--- src/rtl/usbirq_pkg.sv ---
// Package usbirq_pkg
// Shared offsets, write-strobe type and the field-mask builder for the
// interrupt aggregator. Assumes byte addressing with word-aligned registers.
package usbirq_pkg;

    localparam logic [7:0] OFF_IDENT    = 8'h00;
    localparam logic [7:0] OFF_CTRL     = 8'h04;
    localparam logic [7:0] OFF_PEND     = 8'h20;
    localparam logic [7:0] OFF_PEND_SET = 8'h24;
    localparam logic [7:0] OFF_PEND_CLR = 8'h28;
    localparam logic [7:0] OFF_ENA      = 8'h2C;
    localparam logic [7:0] OFF_ENA_SET  = 8'h30;
    localparam logic [7:0] OFF_ENA_CLR  = 8'h34;
    localparam logic [7:0] OFF_ENA_VIEW = 8'h38;
    localparam logic [7:0] OFF_EOI      = 8'h3C;

    // Decoded write actions; at most one is active in a cycle.
    typedef struct packed {
        logic soft_rst;
        logic pend_set;
        logic pend_clr;
        logic ena_load;
        logic ena_set;
        logic ena_clr;
        logic eoi;
    } wr_act_t;

    // Build the mask of implemented bit positions.
    function automatic logic [31:0] implemented_bits(
        input int unsigned tx_lsb, input int unsigned tx_n,
        input int unsigned rx_base, input int unsigned rx_n,
        input int unsigned core_lsb, input int unsigned core_n);
        logic [31:0] m;
        m = '0;
        for (int unsigned i = 0; i < 32; i++) begin
            if (i >= tx_lsb && i < tx_lsb + tx_n)             m[i] = 1'b1;
            if (i >= rx_base + 1 && i < rx_base + 1 + rx_n)   m[i] = 1'b1;
            if (i >= core_lsb && i < core_lsb + core_n)       m[i] = 1'b1;
        end
        return m;
    endfunction

endpackage

--- src/rtl/usbirq_decode.sv ---
// Module usbirq_decode
// Turns a bus write into one of the register actions. Assumes a write lasts
// one cycle; unaligned or unlisted offsets produce no action.
module usbirq_decode
    import usbirq_pkg::*;
#(
    parameter int unsigned ADDR_W = 8
) (
    input  logic [ADDR_W-1:0] addr,
    input  logic              we,
    input  logic              ctrl_bit0,
    output wr_act_t           act
);

    // Compare the full offset so aliases and unaligned writes decode to nothing.
    always_comb begin
        act          = '0;
        act.soft_rst = we && (addr == ADDR_W'(OFF_CTRL)) && ctrl_bit0;
        act.pend_set = we && (addr == ADDR_W'(OFF_PEND_SET));
        act.pend_clr = we && (addr == ADDR_W'(OFF_PEND_CLR));
        act.ena_load = we && (addr == ADDR_W'(OFF_ENA));
        act.ena_set  = we && (addr == ADDR_W'(OFF_ENA_SET));
        act.ena_clr  = we && (addr == ADDR_W'(OFF_ENA_CLR));
        act.eoi      = we && (addr == ADDR_W'(OFF_EOI));
    end


    always_comb begin
        single_action_chk: assert ($onehot0(act));
    end

endmodule

--- src/rtl/usbirq_pend_reg.sv ---
// Module usbirq_pend_reg
// Pending-event register. A hardware event beats a software clear on the
// same bit; soft reset beats everything. Assumes inputs are synchronous.
module usbirq_pend_reg #(
    parameter int unsigned DATA_W = 32,
    parameter logic [DATA_W-1:0] IMPL = '1
) (
    input  logic              clk,
    input  logic              rst_n,
    input  logic              wipe,
    input  logic              set_en,
    input  logic              clr_en,
    input  logic [DATA_W-1:0] wdata,
    input  logic [DATA_W-1:0] hw_evt,
    output logic [DATA_W-1:0] pend_q
);

    logic [DATA_W-1:0] set_bits;
    logic [DATA_W-1:0] clr_bits;
    logic [DATA_W-1:0] pend_d;

    // Gate write data by the action strobes.
    always_comb begin
        set_bits = set_en ? wdata : '0;
        clr_bits = clr_en ? wdata : '0;
    end

    // Next pending value: clear first, then events and sets on top.
    always_comb begin
        pend_d = ((pend_q & ~clr_bits) | set_bits | hw_evt) & IMPL;
    end

    // Hold the pending bits.
    always_ff @(posedge clk) begin
        if (!rst_n)    pend_q <= '0;
        else if (wipe) pend_q <= '0;
        else           pend_q <= pend_d;
    end


    event_beats_clear_chk: assert property (@(posedge clk) disable iff (!rst_n)
        (!wipe && ((hw_evt & IMPL) != '0)) |=>
            ((pend_q & $past(hw_evt & IMPL)) == $past(hw_evt & IMPL)));


    clear_empties_chk: assert property (@(posedge clk) disable iff (!rst_n)
        (clr_en && !set_en && hw_evt == '0) |=> ((pend_q & $past(wdata)) == '0));


    set_fills_chk: assert property (@(posedge clk) disable iff (!rst_n)
        (set_en && !wipe) |=> ((pend_q & $past(wdata & IMPL)) == $past(wdata & IMPL)));


    wipe_empties_chk: assert property (@(posedge clk) disable iff (!rst_n)
        wipe |=> (pend_q == '0));

endmodule

--- src/rtl/usbirq_ena_reg.sv ---
// Module usbirq_ena_reg
// Interrupt enable mask with load, bit-set and bit-clear writes. Assumes at
// most one of the three write actions is active per cycle.
module usbirq_ena_reg #(
    parameter int unsigned DATA_W = 32,
    parameter logic [DATA_W-1:0] IMPL = '1
) (
    input  logic              clk,
    input  logic              rst_n,
    input  logic              wipe,
    input  logic              load_en,
    input  logic              set_en,
    input  logic              clr_en,
    input  logic [DATA_W-1:0] wdata,
    output logic [DATA_W-1:0] ena_q
);

    logic [DATA_W-1:0] ena_d;

    // Choose the next mask from the active write action.
    always_comb begin
        ena_d = ena_q;
        if (load_en)     ena_d = wdata;
        else if (set_en) ena_d = ena_q | wdata;
        else if (clr_en) ena_d = ena_q & ~wdata;
        ena_d = ena_d & IMPL;
    end

    // Hold the mask.
    always_ff @(posedge clk) begin
        if (!rst_n)    ena_q <= '0;
        else if (wipe) ena_q <= '0;
        else           ena_q <= ena_d;
    end


    mask_set_chk: assert property (@(posedge clk) disable iff (!rst_n)
        (set_en && !wipe) |=> ((ena_q & $past(wdata & IMPL)) == $past(wdata & IMPL)));


    mask_clr_chk: assert property (@(posedge clk) disable iff (!rst_n)
        (clr_en && !wipe) |=> ((ena_q & $past(wdata)) == '0));


    mask_load_chk: assert property (@(posedge clk) disable iff (!rst_n)
        (load_en && !wipe) |=> (ena_q == $past(wdata & IMPL)));


    mask_hold_chk: assert property (@(posedge clk) disable iff (!rst_n)
        (!load_en && !set_en && !clr_en && !wipe) |=> $stable(ena_q));

endmodule

--- src/rtl/usbirq_eoi_gate.sv ---
// Module usbirq_eoi_gate
// Arms and disarms the interrupt request. The request is high while armed
// and something enabled is pending; issuing it disarms the gate until an
// end-of-interrupt write or a soft reset.
module usbirq_eoi_gate (
    input  logic clk,
    input  logic rst_n,
    input  logic pending,
    input  logic eoi,
    input  logic rearm,
    output logic irq
);

    logic armed_q;

    // Request is the armed gate qualified by pending work.
    always_comb begin
        irq = armed_q && pending;
    end

    // Track the arm state; re-arming wins over disarming.
    always_ff @(posedge clk) begin
        if (!rst_n)              armed_q <= 1'b1;
        else if (eoi || rearm)   armed_q <= 1'b1;
        else if (irq)            armed_q <= 1'b0;
    end


    single_pulse_chk: assert property (@(posedge clk) disable iff (!rst_n)
        (irq && !eoi && !rearm) |=> !irq);


    stays_quiet_chk: assert property (@(posedge clk) disable iff (!rst_n)
        (!irq && !pending && !eoi && !rearm && !armed_q) |=> !irq);


    rearm_fires_chk: assert property (@(posedge clk) disable iff (!rst_n)
        (eoi && !rearm) |=> (irq == pending));

endmodule

--- src/rtl/usbirq_agg.sv ---
// Module usbirq_agg
// Top of the interrupt aggregator: packs the event inputs into their pending
// bit positions, decodes register writes, serves reads, and gates the single
// interrupt request by end-of-interrupt writes. Assumes a single-cycle
// write strobe and a combinational read of the addressed register.
module usbirq_agg
    import usbirq_pkg::*;
#(
    parameter int unsigned ADDR_W    = 8,
    parameter int unsigned DATA_W    = 32,
    parameter int unsigned TX_EPS    = 5,
    parameter int unsigned RX_EPS    = 4,
    parameter int unsigned CORE_EVTS = 9,
    parameter int unsigned TX_LSB    = 0,
    parameter int unsigned RX_BASE   = 8,
    parameter int unsigned CORE_LSB  = 16,
    parameter logic [DATA_W-1:0] REV_ID = 32'h4E31_0001
) (
    input  logic              clk,
    input  logic              rst_n,
    input  logic [ADDR_W-1:0] bus_addr,
    input  logic              bus_we,
    input  logic [DATA_W-1:0] bus_wdata,
    output logic [DATA_W-1:0] bus_rdata,
    input  logic [TX_EPS-1:0]    tx_evt,
    input  logic [RX_EPS-1:0]    rx_evt,
    input  logic [CORE_EVTS-1:0] core_evt,
    output logic              irq_out
);

    localparam logic [DATA_W-1:0] IMPL = DATA_W'(implemented_bits(
        TX_LSB, TX_EPS, RX_BASE, RX_EPS, CORE_LSB, CORE_EVTS));
    localparam int unsigned RX_LSB = RX_BASE + 1;

    wr_act_t           act;
    logic [DATA_W-1:0] hw_evt;
    logic [DATA_W-1:0] pend_q;
    logic [DATA_W-1:0] ena_q;
    logic [DATA_W-1:0] pend_view;

    // Place each event input on its pending bit; other positions stay 0.
    for (genvar i = 0; i < DATA_W; i++) begin : g_evt
        if (i >= TX_LSB && i < TX_LSB + TX_EPS) begin : g_tx
            assign hw_evt[i] = tx_evt[i - TX_LSB];
        end else if (i >= RX_LSB && i < RX_LSB + RX_EPS) begin : g_rx
            assign hw_evt[i] = rx_evt[i - RX_LSB];
        end else if (i >= CORE_LSB && i < CORE_LSB + CORE_EVTS) begin : g_core
            assign hw_evt[i] = core_evt[i - CORE_LSB];
        end else begin : g_rsvd
            assign hw_evt[i] = 1'b0;
        end
    end

    usbirq_decode #(.ADDR_W(ADDR_W)) u_decode (
        .addr      (bus_addr),
        .we        (bus_we),
        .ctrl_bit0 (bus_wdata[0]),
        .act       (act)
    );

    usbirq_pend_reg #(.DATA_W(DATA_W), .IMPL(IMPL)) u_pend (
        .clk    (clk),
        .rst_n  (rst_n),
        .wipe   (act.soft_rst),
        .set_en (act.pend_set),
        .clr_en (act.pend_clr),
        .wdata  (bus_wdata),
        .hw_evt (hw_evt),
        .pend_q (pend_q)
    );

    usbirq_ena_reg #(.DATA_W(DATA_W), .IMPL(IMPL)) u_ena (
        .clk     (clk),
        .rst_n   (rst_n),
        .wipe    (act.soft_rst),
        .load_en (act.ena_load),
        .set_en  (act.ena_set),
        .clr_en  (act.ena_clr),
        .wdata   (bus_wdata),
        .ena_q   (ena_q)
    );

    // Enabled view of the pending bits.
    always_comb begin
        pend_view = pend_q & ena_q;
    end

    usbirq_eoi_gate u_gate (
        .clk     (clk),
        .rst_n   (rst_n),
        .pending (|pend_view),
        .eoi     (act.eoi),
        .rearm   (act.soft_rst),
        .irq     (irq_out)
    );

    // Select read data by offset; unlisted offsets read 0.
    always_comb begin
        unique case (bus_addr)
            ADDR_W'(OFF_IDENT):    bus_rdata = REV_ID;
            ADDR_W'(OFF_PEND):     bus_rdata = pend_q;
            ADDR_W'(OFF_ENA):      bus_rdata = ena_q;
            ADDR_W'(OFF_ENA_VIEW): bus_rdata = pend_view;
            default:               bus_rdata = '0;
        endcase
    end


    tx0_latches_chk: assert property (@(posedge clk) disable iff (!rst_n)
        (tx_evt[0] && !act.soft_rst) |=> pend_q[TX_LSB]);


    core_top_latches_chk: assert property (@(posedge clk) disable iff (!rst_n)
        (core_evt[CORE_EVTS-1] && !act.soft_rst) |=> pend_q[CORE_LSB + CORE_EVTS - 1]);


    soft_reset_quiet_chk: assert property (@(posedge clk) disable iff (!rst_n)
        act.soft_rst |=> (!irq_out && ena_q == '0));


    irq_needs_work_chk: assert property (@(posedge clk) disable iff (!rst_n)
        irq_out |-> (pend_view != '0));

endmodule

--- config.mk ---
export PLATFORM = sky130hd
export DESIGN_NAME = usbirq_agg
export DESIGN_NICKNAME = d
export VERILOG_FILES = /design/src/rtl/usbirq_pkg.sv /design/src/rtl/usbirq_decode.sv /design/src/rtl/usbirq_pend_reg.sv /design/src/rtl/usbirq_ena_reg.sv /design/src/rtl/usbirq_eoi_gate.sv /design/src/rtl/usbirq_agg.sv
export SDC_FILE = /design/constraint.sdc
export NUM_CORES = 1
export LEC_CHECK = 0
export BUFFER_PORTS_ARGS = -buffer_cell sky130_fd_sc_hd__buf_4
export CAP_MARGIN = 0
export CORE_MARGIN = 2
export CORE_UTILIZATION = 44
export CTS_BUF_LIST = sky130_fd_sc_hd__clkbuf_8
export DETAILED_ROUTE_END_ITERATION = 7
export PLACE_DENSITY_LB_ADDON = 0.05
export SYNTH_ARGS = -nofsm -noshare
export SYNTH_HDL_FRONTEND = slang
export SYNTH_SLANG_ARGS = --single-unit
--- constraint.sdc ---
create_clock -name clk -period 2.1 [get_ports clk]
set_clock_uncertainty 0.15 [all_clocks]
set_input_delay 0.315 -clock clk [delete_from_list [all_inputs] [get_ports clk]]
set_output_delay 0.315 -clock clk [all_outputs]
set_load 0.005 [all_outputs]
==> flow_metrics.tcl <==
set metrics [dict create \
    syn_area_sq_um 2140 \
    ys_ff_latch 37 \
    clk_latency_ns 0.29 \
    finalPower_w 0.00161 \
    routed_via_density 5.38 \
    die-area_sq_um 5450 \
    power_leakage_nw 1.28 \
    final_common_cell "buf_4" \
    row_count 25 \
    track_usage_pct 23.8 \
    core_sq_um 4720 \
    async_reset_ff_share_pct 0 \
    p_sw_share_pct 23.7 \
    critPathRequiredTime_ns 1.63 \
    syn_inst 273 \
    postSynthAreaPerCell_sq_um 7.86 \
    grt_pass1_wl_um 9970 \
    pin_count 94 \
    hpwlAfterDp_um 4280 \
    firstDrtPassIters 4 \
    path_clk_slew_ns 0.07 \
    clock-sinks 37 \
    yosysWarnings 0 \
    cts_max_level 2 \
    setup_viol 0 \
    yosysTopAreaCell "dfxtp_1" \
    seqPwrFrac_pct 47.2 \
    drc 0 \
    drive_gt1_share_pct 35.3 \
    drtIter0Drc 148 \
    fin_util_pct 65.9 \
    startpoint_type "input port" \
    finalHoldViolCount 0 \
    min_path_type "input port to register" \
    hold_buffers 0 \
    grt_max_degree 19 \
    powerDensity_nw_per_um2 516 \
    n_antenna_cell 0 \
    cts_max_path_buffers 2 \
    setup_slack_ns 0.0350 \
    cap_violations 0 \
    max_slew_margin_pct 64.5 \
    die_h_um 73.8 \
    cts_tree "built" \
    synth-main-ff-cell "dfxtp_1" \
    antenna_found_initial 0 \
    arrival_ns 1.60 \
    cts-root-buf "clkbuf_8" \
    layout_common_cells "85 x buf_4, 47 x a21oi_1, 39 x inv_1, 37 x dfxtp_1, 22 x nand2_1" \
    ys_types 34 \
    finalMaxSlewViolations 0 \
    antenna_left 0 \
    gp_congestion 0.833 \
    final.setup.tns_ns 0 \
    synth-edff-count 0 \
    area_growth_pct 45.0 \
    wl_um 6190 \
    status "completed" \
    cts_buffers 5 \
    tightest_slew_ns 0.531 \
    rsz0062_at_grt "yes" \
    fin_nets 417 \
    min_period_ns 2.06 \
    p_switching_w 0.000380 \
    pre_cts_ws_ns -0.274 \
    ir_worst_vdd_v 0.000373 \
    start_util_pct 45.4 \
    p_clk_share_pct 39.8 \
    hold-worst-slack_ns 0.111 \
    power_frac_comb_pct 13.0 \
    yosys-top-cells-area "dfxtp_1 35%, a21oi_1 13%, a32o_1 8.4%" \
    critPathMaxFanout 5 \
    synth_seq_area_share_pct 34.5 \
    endpoint_kind "primary output" \
    drt-wirelength-per-cell_um 14.6 \
    synthDominantCellAreaShare_pct 34.5 \
    overflow 0 \
    fp.dieW_um 73.8 \
    io_buffer_count 69 \
    max_freq_mhz 484 \
    power.internal_w 0.00122 \
    grt_pass1_vias 2123 \
    path_class "input port to primary output" \
    vias 2280 \
    period_share_pct 98.3 \
]
## cell type report
class                           count  area (sq um)
Tap cell                           67          83.8
Inverter                           38           143
Multi-Input combinational cell    179          1230
Clock inverter                      2          33.8
Fill cell                         416          1610
Sequential cell                    37           741
Clock buffer                        6          82.6
Timing Repair Buffer               95           793
## Yosys cell counts (all sizes together) (2+ instances only)
library cell	n
and4	2
o2bb2ai	14
dfxtp	37
nor3	3
clkbuf	6
or4	2
nand3	3
a22oi	9
buf	22
o21ai	18
nor2	2
inv	38
a21oi	55
nor4b	2
o22ai	4
nand2	22
a32o	18
nor2b	6
## critical path, stage by stage
cell and delay [ns]:
buf_8 0.10, buf_6 0.10, nor4bb_1 0.24, buf_4 0.16
and2_4 0.17, buf_6 0.14, a21oi_1 0.05, o2bb2ai_1 0.19
buf_4 0.14
## per-layer routing
layer / routed length (um) / up-vias / global-route usage [%]
li1: - / 1128 / -
met1: 2790 / 1077 / 29.9
met2: 3010 / 69 / 41.9
met3: 334 / 6 / 4.80
met4: 60 / 0 / 5.45
met5: 0 / - / 0
## timing repair
action	in CTS	in global routing
pin swaps	3	8
setup endpoints to repair	19	34
resized for setup	8	22
buffers inserted	1	0
cloned	1	0
## cells by family after synthesis
group | count (synthesis) | share of synthesized area (%)
AO/OA/AOI/OAI | 120 | 37.4
buffers and inverters | 66 | 15.0
flip-flops | 37 | 34.5
other | 1 | 0.175
AND/OR/NAND/NOR | 49 | 12.9
## path summary, 6_finish.rpt
kind,endpoint,startpoint,cells after the start,slack [ns]
max,bus_rdata[11],bus_addr[1],9,0.04
min,register,bus_wdata[22],2,0.11
max reg2reg,u_gate.armed_q$_SDFFE_PP1P_,u_pend.pend_q[18]$_SDFF_PP0_,5,0.70
min reg2reg,u_gate.armed_q$_SDFFE_PP1P_,u_gate.armed_q$_SDFFE_PP1P_,1,0.33
## power groups by stage
| stage | clock, W | sequential [W] | combinational [W] |
|---|---|---|---|
| global placement | 0 | 0.000768 | 0.000195 |
| CTS | 0.000646 | 0.000753 | 0.000203 |
| floorplan | 0 | 0.000762 | 0.0000888 |
| finish | 0.000639 | 0.000758 | 0.000209 |
| detailed placement | 0 | 0.000769 | 0.000199 |
| global route | 0.000676 | 0.000761 | 0.000235 |
## per-stage QoR
step | cells | area [sq um]
after floorplan | 282 | 2190
after global placement | 415 | 2850
after detailed placement | 415 | 2850
after CTS | 424 | 3010
after global routing | 424 | 3110
final | 424 | 3110
Note: power is estimated with default switching activity, not from simulation.
